<file path="config.mk">
export PLATFORM = sky130hd
export DESIGN_NAME = pwg_top
export DESIGN_NICKNAME = d
export VERILOG_FILES = /design/src/rtl/pwg_pkg.sv /design/src/rtl/pwg_flag_filter.sv /design/src/rtl/pwg_seq.sv /design/src/rtl/pwg_top.sv
export SDC_FILE = /design/constraint.sdc
export NUM_CORES = 1
export LEC_CHECK = 0
export BUFFER_PORTS_ARGS = -buffer_cell sky130_fd_sc_hd__buf_2
export CORE_MARGIN = 3
export CORE_UTILIZATION = 47
export DETAILED_ROUTE_END_ITERATION = 10
export MAX_ROUTING_LAYER = met4
export PLACE_DENSITY = 0.71
export RECOVER_POWER = 100
export SYNTH_ARGS = -nofsm -noshare
export SYNTH_HDL_FRONTEND = slang
export SYNTH_SLANG_ARGS = --single-unit
</file>
<file path="constraint.sdc">
create_clock -name clk -period 1.15 [get_ports clk]
set_clock_uncertainty 0.05 [all_clocks]
set_input_delay 0.115 -clock clk [delete_from_list [all_inputs] [get_ports clk]]
set_output_delay 0.115 -clock clk [all_outputs]
set_load 0.005 [all_outputs]
</file>
<file path="src/rtl/pwg_pkg.sv">
package pwg_pkg;

    typedef enum logic [1:0] {
        ST_BACKUP  = 2'd0,
        ST_RECOVER = 2'd1,
        ST_NORMAL  = 2'd2,
        ST_PROTECT = 2'd3
    } pwg_state_e;

    localparam int unsigned NUM_FLAGS = 3;
    localparam int unsigned FLAG_HI   = 0;
    localparam int unsigned FLAG_MID  = 1;
    localparam int unsigned FLAG_LO   = 2;

    typedef struct packed {
        pwg_state_e state;
        logic       sealed;
    } seq_regs_t;

    typedef struct packed {
        logic wr_blk;
    } bus_regs_t;

endpackage

</file>
<file path="src/rtl/pwg_flag_filter.sv">
module pwg_flag_filter #(
    parameter int unsigned STABLE_CYCLES = 4
) (
    input  logic clk,
    input  logic rst_n,
    input  logic raw,
    output logic filt
);
    localparam int unsigned CW = $clog2(STABLE_CYCLES + 1);

    typedef struct packed {
        logic [1:0]    sync;
        logic [CW-1:0] cnt;
        logic          filt;
    } flt_regs_t;

    flt_regs_t r_q, r_d;

    always_comb begin
        r_d      = r_q;
        r_d.sync = {r_q.sync[0], raw};
        if (r_q.sync[1] == r_q.filt) begin
            r_d.cnt = '0;
        end else if (r_q.cnt == CW'(STABLE_CYCLES - 1)) begin
            r_d.cnt  = '0;
            r_d.filt = r_q.sync[1];
        end else begin
            r_d.cnt = r_q.cnt + 1'b1;
        end
    end

    always_ff @(posedge clk or negedge rst_n) begin
        if (!rst_n) r_q <= '0;
        else        r_q <= r_d;
    end

    assign filt = r_q.filt;

    AST_FILT_FOLLOWS_SYNC: assert property (@(posedge clk) disable iff (!rst_n)
        !$stable(r_q.filt) |-> (r_q.filt == $past(r_q.sync[1]))) else $error("filter");
    AST_CNT_BOUND: assert property (@(posedge clk) disable iff (!rst_n)
        r_q.cnt < CW'(STABLE_CYCLES)) else $error("cnt");

endmodule

</file>
<file path="src/rtl/pwg_seq.sv">
module pwg_seq
    import pwg_pkg::*;
(
    input  logic       clk,
    input  logic       rst_n,
    input  logic       hi_f,
    input  logic       mid_f,
    input  logic       lo_f,
    input  logic       seal_arm,
    output pwg_state_e state,
    output logic       sealed
);
    seq_regs_t r_q, r_d;

    always_comb begin
        r_d = r_q;
        if (!lo_f) begin
            r_d.state = ST_BACKUP;
        end else begin
            unique case (r_q.state)
                ST_BACKUP:  r_d.state = ST_RECOVER;
                ST_RECOVER: if (hi_f && mid_f) r_d.state = ST_NORMAL;
                ST_NORMAL:  if (!hi_f || !mid_f) r_d.state = ST_PROTECT;
                ST_PROTECT: if (hi_f && mid_f) r_d.state = ST_NORMAL;
                default:    r_d.state = ST_BACKUP;
            endcase
        end
        if (seal_arm) begin
            r_d.sealed = 1'b1;
        end else if (r_d.state == ST_NORMAL && r_q.state != ST_NORMAL) begin
            r_d.sealed = 1'b0;
        end
    end

    always_ff @(posedge clk or negedge rst_n) begin
        if (!rst_n) r_q <= '{state: ST_BACKUP, sealed: 1'b1};
        else        r_q <= r_d;
    end

    assign state  = r_q.state;
    assign sealed = r_q.sealed;

    AST_NORMAL_FROM_GOOD: assert property (@(posedge clk) disable iff (!rst_n)
        (r_q.state == ST_NORMAL && $past(r_q.state) != ST_NORMAL) |-> ($past(hi_f) && $past(mid_f))) else $error("enter");
    AST_NO_SKIP_RECOVER: assert property (@(posedge clk) disable iff (!rst_n)
        ($past(r_q.state) == ST_BACKUP) |-> (r_q.state != ST_NORMAL)) else $error("skip");
    AST_RESEAL_ONLY_ARM: assert property (@(posedge clk) disable iff (!rst_n)
        $rose(r_q.sealed) |-> $past(seal_arm)) else $error("reseal");

endmodule

</file>
<file path="src/rtl/pwg_top.sv">
module pwg_top
    import pwg_pkg::*;
#(
    parameter int unsigned STABLE_CYCLES = 4
) (
    input  logic clk,
    input  logic rst_n,
    input  logic sup_hi,
    input  logic sup_mid,
    input  logic sup_lo,
    input  logic ce_n,
    input  logic oe_n,
    input  logic we_n,
    input  logic seal_arm,
    output logic rd_en,
    output logic wr_en,
    output logic drive_en,
    output logic batt_sel,
    output logic sealed
);
    logic [NUM_FLAGS-1:0] raw_flags;
    logic [NUM_FLAGS-1:0] filt_flags;
    logic                 hi_f, mid_f, lo_f;
    pwg_state_e           state;
    logic                 access_ok;
    logic                 wr_req, rd_req;
    bus_regs_t            b_q, b_d;

    assign raw_flags[FLAG_HI]  = sup_hi;
    assign raw_flags[FLAG_MID] = sup_mid;
    assign raw_flags[FLAG_LO]  = sup_lo;

    for (genvar g = 0; g < NUM_FLAGS; g++) begin : g_flt
        pwg_flag_filter #(.STABLE_CYCLES(STABLE_CYCLES)) u_flt (
            .clk  (clk),
            .rst_n(rst_n),
            .raw  (raw_flags[g]),
            .filt (filt_flags[g])
        );
    end

    assign hi_f  = filt_flags[FLAG_HI];
    assign mid_f = filt_flags[FLAG_MID];
    assign lo_f  = filt_flags[FLAG_LO];

    pwg_seq u_seq (
        .clk     (clk),
        .rst_n   (rst_n),
        .hi_f    (hi_f),
        .mid_f   (mid_f),
        .lo_f    (lo_f),
        .seal_arm(seal_arm),
        .state   (state),
        .sealed  (sealed)
    );

    always_comb begin
        access_ok = (state == ST_NORMAL) && hi_f && mid_f && lo_f;
        wr_req    = !ce_n && !we_n;
        rd_req    = !ce_n && !oe_n && we_n;
        b_d       = b_q;
        if (!wr_req)        b_d.wr_blk = 1'b0;
        else if (!access_ok) b_d.wr_blk = 1'b1;
    end

    always_ff @(posedge clk or negedge rst_n) begin
        if (!rst_n) b_q <= '0;
        else        b_q <= b_d;
    end

    assign rd_en    = access_ok && rd_req;
    assign drive_en = access_ok && rd_req;
    assign wr_en    = access_ok && wr_req && !b_q.wr_blk && !(!access_ok);
    assign batt_sel = !lo_f && !sealed;

    AST_WR_NEEDS_MID: assert property (@(posedge clk) disable iff (!rst_n)
        wr_en |-> mid_f) else $error("wr mid");
    AST_QUIET_OFF_NORMAL: assert property (@(posedge clk) disable iff (!rst_n)
        (state != ST_NORMAL) |-> (!rd_en && !wr_en && !drive_en)) else $error("quiet");
    AST_BATT_QUIET: assert property (@(posedge clk) disable iff (!rst_n)
        batt_sel |-> (!rd_en && !wr_en && !drive_en && !sealed)) else $error("batt");
    AST_RD_WR_EXCL: assert property (@(posedge clk) disable iff (!rst_n)
        !(rd_en && wr_en) && !(drive_en && !we_n)) else $error("excl");
    AST_NO_RESUME: assert property (@(posedge clk) disable iff (!rst_n)
        ($past(!ce_n && !we_n && !access_ok) && !ce_n && !we_n) |-> !wr_en) else $error("resume");

endmodule

</file>
==> flow_summary_export.csv, run 1 <==
group,metric,value,unit
yosys,postSynthAreaPerCell,14.4,µm²
yosys,ys_seq_elements,22,
clocking,clock-sinks,22,
placed_design,portBuffers,13,
timing,period_share,122,%
timing,slew_headroom,64.7,%
run_status,failed_checks,"negative setup slack",
clocking,cts_tree,"done",
worst_setup_path,worstSetupPathType,"flop to output pin",
worst_setup_path,critPathBufInv,1,
yosys,synth_cells,58,
worst_setup_path,cp.arrival,1240,ps
drt,remaining_drc_errors,0,
worst_setup_path,critPathMaxStageDelay,420,ps
power,powerDensity,2040,nW/µm²
final_layout,nets,105,
worst_setup_path,path_cells,"nand3_4 > nor4_4 > buf_2",
yosys,synth_top_cell_area_share,63.0,%
flow_run,drv_cap,0,
grt,antenna_found_initial,0,
clocking,cts_buffer_depth,2,
drt,routedWlPerCell,11.9,µm
yosys,synth-seq-area-share,66.1,%
grt,grt_max_degree,23,
final_layout,drive_above_1_share,54.3,%
timing,setup_viol,8,
yosys,synth_area_leaders,"dfrtp_1, ha_1, nor3b_1, mux2_2, nor2b_1",
final_layout,final_area,1230,µm²
timing,worst_pin_slew,529,ps
grt,grt_pass1_vias,495,
timing,slew_violations,0,
drt,wirelength,1.38,mm
clocking,cts_max_level,1,
floorplan,start_util,52.4,%
floorplan,die_w,48.1,µm
worst_hold_path,min-delay-path-class,"input port to flop",
clocking,insertion_delay,300,ps
final_layout,n_antenna_cell,0,
worst_setup_path,worstPathMaxFanout,3,
placed_design,dp_hpwl,885,µm
timing,worst_slack,-256,ps
timing,rsz0062_at_grt,"yes",
floorplan,rows,14,
grt,grt_first_pass_wirelength,2.08,mm
drt,drt_first_pass_iters,1,
grt,track_usage,13.7,%
clocking,clockRootBuffer,"clkbuf_4",
timing,tns,-1110,ps
drt,avgViaCountPerCell,4.66,
clocking,cts.clk_slew.worst_paths,120,ps
timing,min_period,1410,ps
final_layout,register_area,552,µm²
worst_setup_path,crit_required,990,ps
yosys,synth.largest_area_cell,"dfrtp_1",
drt,drtIter0Drc,0,
final_layout,multiInputGateArea,400,µm²
placed_design,gp_congestion,0.640,
timing,final_hold_viol_count,0,
floorplan,die_area,2320,µm²
clocking,cts_buffers,3,
run_status,outcome,"finished, violations left",
yosys,ys_warn_count,0,
placed_design,placed_area,986,µm²
floorplan,ios,14,
drt,vias,541,
worst_setup_path,slowest_stage,"dfrtp_1",
final_layout,area_growth,47.2,%
drt,ant_nets,0,
timing,fmax,711,MHz
grt,grt-ovfl-total,0,
floorplan,fp.dieH,48.1,µm
floorplan,coreArea,1590,µm²
yosys,synth_cell_types,20,
worst_setup_path,crit_family,"flip-flops",
yosys,synthesis.nets,70,
final_layout,n_fill_cell,95,
power,peakVddDrop,1.22,mV
power,p_leak,0.568,nW
yosys,syn_area,835,µm²
worst_setup_path,startpoint_type,"flop",
worst_setup_path,worstSetupEndpointType,"output pin",
logic make-up after synthesis:
| group | share of synthesized area [%] |
|---|---|
| and+or+nand+nor | 17.7 |
| DFF | 66.1 |
| AOI/OAI and AO/OA | 3.60 |
| xor gates and xnor gates | 3.15 |
| muxes | 4.05 |
| adders and majority gates | 4.50 |
| buffers and inverters | 0.900 |
worst register-to-register path, cell delays in order (launching register included):
cell and delay, ps:
dfrtp_1 400, ha_2 190, nor2b_4 170, mux2_4 310
flip-flops by register name, indices dropped and copies added, names as in the netlist:
name and cells:
g_flt.u_flt.filt 3, g_flt.u_flt.r_d 3, u_seq.state 2, u_seq.sealed 1, g_flt.u_flt.r_q 12, b_q 1
layout make-up:
class,instances,area share (%)
Sequential cell,22,44.9
Multi-Input combinational cell,35,32.6
Timing Repair Buffer,31,17.1
Clock buffer,4,2.95
Tap cell,24,2.44
power by group:
part           internal [W]  switching (W)
logic              0.000609       0.000390
registers          0.000958       0.000133
clock network      0.000193       0.000219
total               0.00176       0.000741
cells in the mapped netlist, drive strengths merged:
cell type	number
dfrtp	21
nor2b	5
nor3b	5
ha	3
mux2	3
nor3	3
xnor2	3
nand2b	2
nor2	2
a21o	1
a31oi	1
and2	1
buf	1
dfstp	1
nand3	1
nand4	1
nor4	1
nor4b	1
o211ai	1
o31a	1
metrics by stage:
step / hold slack [ps] / power [W] / setup slack (ps) / instances / util (%)
4_1_cts: 5.20 / 0.00239 / -285 / 116 / 73.9
6_report: 12.5 / 0.00250 / -256 / 116 / 77.1
3_5_place_dp: 48.8 / 0.00174 / -73.5 / 101 / 61.9
5_1_grt: 15.5 / 0.00267 / -346 / 116 / 77.1
3_3_place_gp: 43.5 / 0.00171 / -31.4 / 101 / 61.9
2_1_floorplan: -231 / 0.00145 / -31.5 / 58 / -
repair_timing:
item                       CTS  global route
gates cloned                 0             0
buffers inserted             6             0
hold endpoints to repair    25             0
setup endpoints to repair    8            14
pin swaps                    7             1
resized for setup           13             9
hold buffers                 5             0
layer usage:
layer / wire length [µm] / track usage, %
met5: 0 / -
met1: 662 / 18.4
met4: 0 / 4.84
met3: 44 / 2.21
met2: 672 / 20.8
layout by cell type (no fill, tap or decap), types with 2 or more instances in the layout:
cell	instances
mux2_4	3
ha_2	3
dlygate4sd3_1	5
clkbuf_2	3
nor3_1	2
dfrtp_1	21
nor2b_1	2
nor3b_2	3
nor3b_1	2
buf_2	11
clkbuf_4	3
xnor2_2	2
buf_4	10
nor2_1	2
nor2b_4	3
path summary, 6_finish.rpt:
path | from | end | slack (ps) | cells past startpoint
max | g_flt[2].u_flt.filt$_DFFE_PN0P_ | drive_en | -260 | 3
min | we_n | b_q$_DFFE_PN0P_ | 10 | 3
max reg2reg | g_flt[2].u_flt.r_q[1]$_DFF_PN0_ | g_flt[2].u_flt.filt$_DFFE_PN0P_ | -60 | 3
min reg2reg | g_flt[0].u_flt.r_d[5]$_DFF_PN0_ | g_flt[0].u_flt.r_q[5]$_DFF_PN0_ | 310 | 0
max in group asynchronous | rst_n | u_seq.sealed$_DFFE_PN1P_ | 420 | 2
min in group asynchronous | rst_n | u_seq.state[1]$_DFF_PN0_ | 260 | 2
(Power assumes the default switching activity.)
==> inputs of run 2 (changes only) <==
--- a/config.mk
+++ b/config.mk
@@ -10,7 +10,7 @@
 export CORE_UTILIZATION = 47
 export DETAILED_ROUTE_END_ITERATION = 10
 export MAX_ROUTING_LAYER = met4
-export PLACE_DENSITY = 0.71
+export PLACE_DENSITY = 0.73
 export RECOVER_POWER = 100
 export SYNTH_ARGS = -nofsm -noshare
 export SYNTH_HDL_FRONTEND = slang
==> run 2 against run 1 <==
Cell area decreased by 2.7%. Worst setup slack worse by 18 ps. Flip-flop and latch count is the same. The flow still finishes with violations (negative setup slack). Combinational power is 10% lower. Worst hold slack improved by 3.2 ps. Fmax shrank 1.3%. Highest routed layer is now met4. Sequential share of layout area up 1.3 points. Global-route usage increased by 0.93 points. Final cell count shrank 0.86%. Non-clock buffer count is 1 lower. Via count rose by 1.5%.
==> flow_summary_export.csv, run 2 (synthesis results as in run 1) <==
group,metric,value,unit
run_status,outcome,"finished, violations left",
run_status,failed_checks,"negative setup slack",
drt,remaining_drc_errors,0,
power,p_int,0.00169,W
floorplan,coreArea,1590,µm²
worst_setup_path,worstSetupPathType,"flop to output pin",
clocking,cts.clk_slew.worst_paths,110,ps
final_layout,regMostFlops,"g_flt.u_flt.r_q",
grt,grt_first_pass_wirelength,2.26,mm
final_layout,n_antenna_cell,0,
placed_design,dp_hpwl,896,µm
power,swShare,29.1,%
clocking,cts_max_level,1,
floorplan,fp.dieH,48.1,µm
worst_setup_path,worstSetupEndpointType,"output pin",
worst_setup_path,worst_r2r_path_depth,3,
final_layout,stdcell_count,115,
floorplan,die_w,48.1,µm
timing,worst_slack,-274,ps
drt,avgViaCountPerCell,4.77,
clocking,clockRootBuffer,"clkbuf_4",
floorplan,die_area,2320,µm²
power,power_frac_seq,45.6,%
grt,track_usage,14.6,%
grt,grt_max_degree,23,
drt,routedWlPerCell,12.2,µm
worst_setup_path,cp.arrival,1260,ps
power,peakVddDrop,1.35,mV
final_layout,n_fill_cell,111,
timing,fmax,702,MHz
clocking,cts_buffer_depth,2,
timing,slew_violations,0,
placed_design,gp_congestion,0.658,
floorplan,ios,14,
floorplan,start_util,52.4,%
power,switching_power,0.000694,W
worst_setup_path,crit_required,990,ps
grt,antenna_found_initial,0,
placed_design,portBuffers,13,
power,combPwrFrac,37.5,%
power,powerDensity,2000,nW/µm²
drt,ant_nets,0,
timing,min_period,1420,ps
floorplan,rows,14,
drt,drt_first_pass_iters,2,
worst_setup_path,worstPathMaxFanout,3,
grt,grt-ovfl-total,0,
timing,period_share,124,%
final_layout,layout_commonest_cell,"dfrtp_1",
power,p_leak,0.554,nW
timing,final_hold_viol_count,0,
drt,vias,549,
drt,drtIter0Drc,2,
drt,wirelength,1.40,mm
clocking,insertion_delay,290,ps
timing,worst_pin_slew,518,ps
worst_hold_path,hold_depth,3,
clocking,clock-sinks,22,
clocking,cts_buffers,3,
clocking,cts_tree,"done",
placed_design,placedCellCount,103,
final_layout,largest_register_ffs,12,
power,pwr-share-clk,16.9,%
grt,grt_pass1_vias,558,
final_layout,final_cell_mix,"dfrtp_1, buf_2, buf_4",
final_layout,area_growth,43.2,%
timing,setup_viol,6,
timing,rsz0062_at_grt,"yes",
final_layout,drive_above_1_share,50.5,%
placed_design,post-place-ws,-52.9,ps
flow_run,drv_cap,0,
worst_setup_path,startpoint_type,"flop",
final_layout,register_area,552,µm²
final_layout,nets,104,
worst_hold_path,min-delay-path-class,"input port to flop",
timing,tns,-907,ps
timing,slew_headroom,65.5,%
final_layout,multiInputGateArea,374,µm²
==> run 2: stage by stage <==
step | utilization (%) | total power, W | cell area [µm²] | hold WS [ps]
after global routing | 75.0 | 0.00255 | 1190 | 11.1
after CTS | 73.2 | 0.00235 | 1170 | 5.79
after global placement | 62.8 | 0.00173 | 1000 | 47.6
final | 75.0 | 0.00239 | 1190 | 15.7
after floorplan | - | 0.00145 | 846 | -231
after detailed placement | 62.8 | 0.00175 | 1000 | 52.4
==> run 2: critical path: stages, from the launching register on <==
cell and delay (ps):
dfrtp_1 420, nand3_4 110, nor4_4 270, buf_2 160
==> run 2: cell type report <==
class | instances | area share (%)
clock buffer | 4 | 3.04
multi-input combinational | 35 | 31.3
timing repair buffer | 30 | 17.0
tap | 24 | 2.51
sequential | 22 | 46.2
==> run 2: power by group through the flow <==
stage          combinational, W  clock [W]  sequential (W)
2_1_floorplan          0.000342          0         0.00111
3_5_place_dp           0.000660          0         0.00109
4_1_cts                0.000853   0.000423         0.00107
5_1_grt                0.000990   0.000441         0.00111
6_report               0.000895   0.000405         0.00109
3_3_place_gp           0.000649          0         0.00108
==> run 2: what timing repair did <==
action	4_1_cts	5_1_grt
gates resized for setup	14	5
pin swaps	4	2
hold endpoints to repair	25	0
buffers inserted	3	0
endpoints found under the setup margin	11	13
hold buffers	5	0
==> run 2: final timing paths <==
path,from,endpoint,slack (ps)
max,g_flt[2].u_flt.filt$_DFFE_PN0P_,drive_en,-270
max reg2reg,g_flt[0].u_flt.r_q[1]$_DFF_PN0_,g_flt[0].u_flt.filt$_DFFE_PN0P_,-20
max in group asynchronous,rst_n,u_seq.sealed$_DFFE_PN1P_,440
min in group asynchronous,rst_n,g_flt[2].u_flt.r_d[5]$_DFF_PN0_,250
min reg2reg,g_flt[2].u_flt.r_d[5]$_DFF_PN0_,g_flt[2].u_flt.r_q[5]$_DFF_PN0_,310
min,ce_n,b_q$_DFFE_PN0P_,20
==> run 2: routing by layer <==
| metal | wire (µm) | track usage (%) | up-vias |
|---|---|---|---|
| met5 | 0 | - | - |
| li1 | - | - | 268 |
| met2 | 718 | 24.5 | 11 |
| met1 | 616 | 17.1 | 268 |
| met4 | 11 | 6.45 | 0 |
| met3 | 52 | 2.21 | 2 |
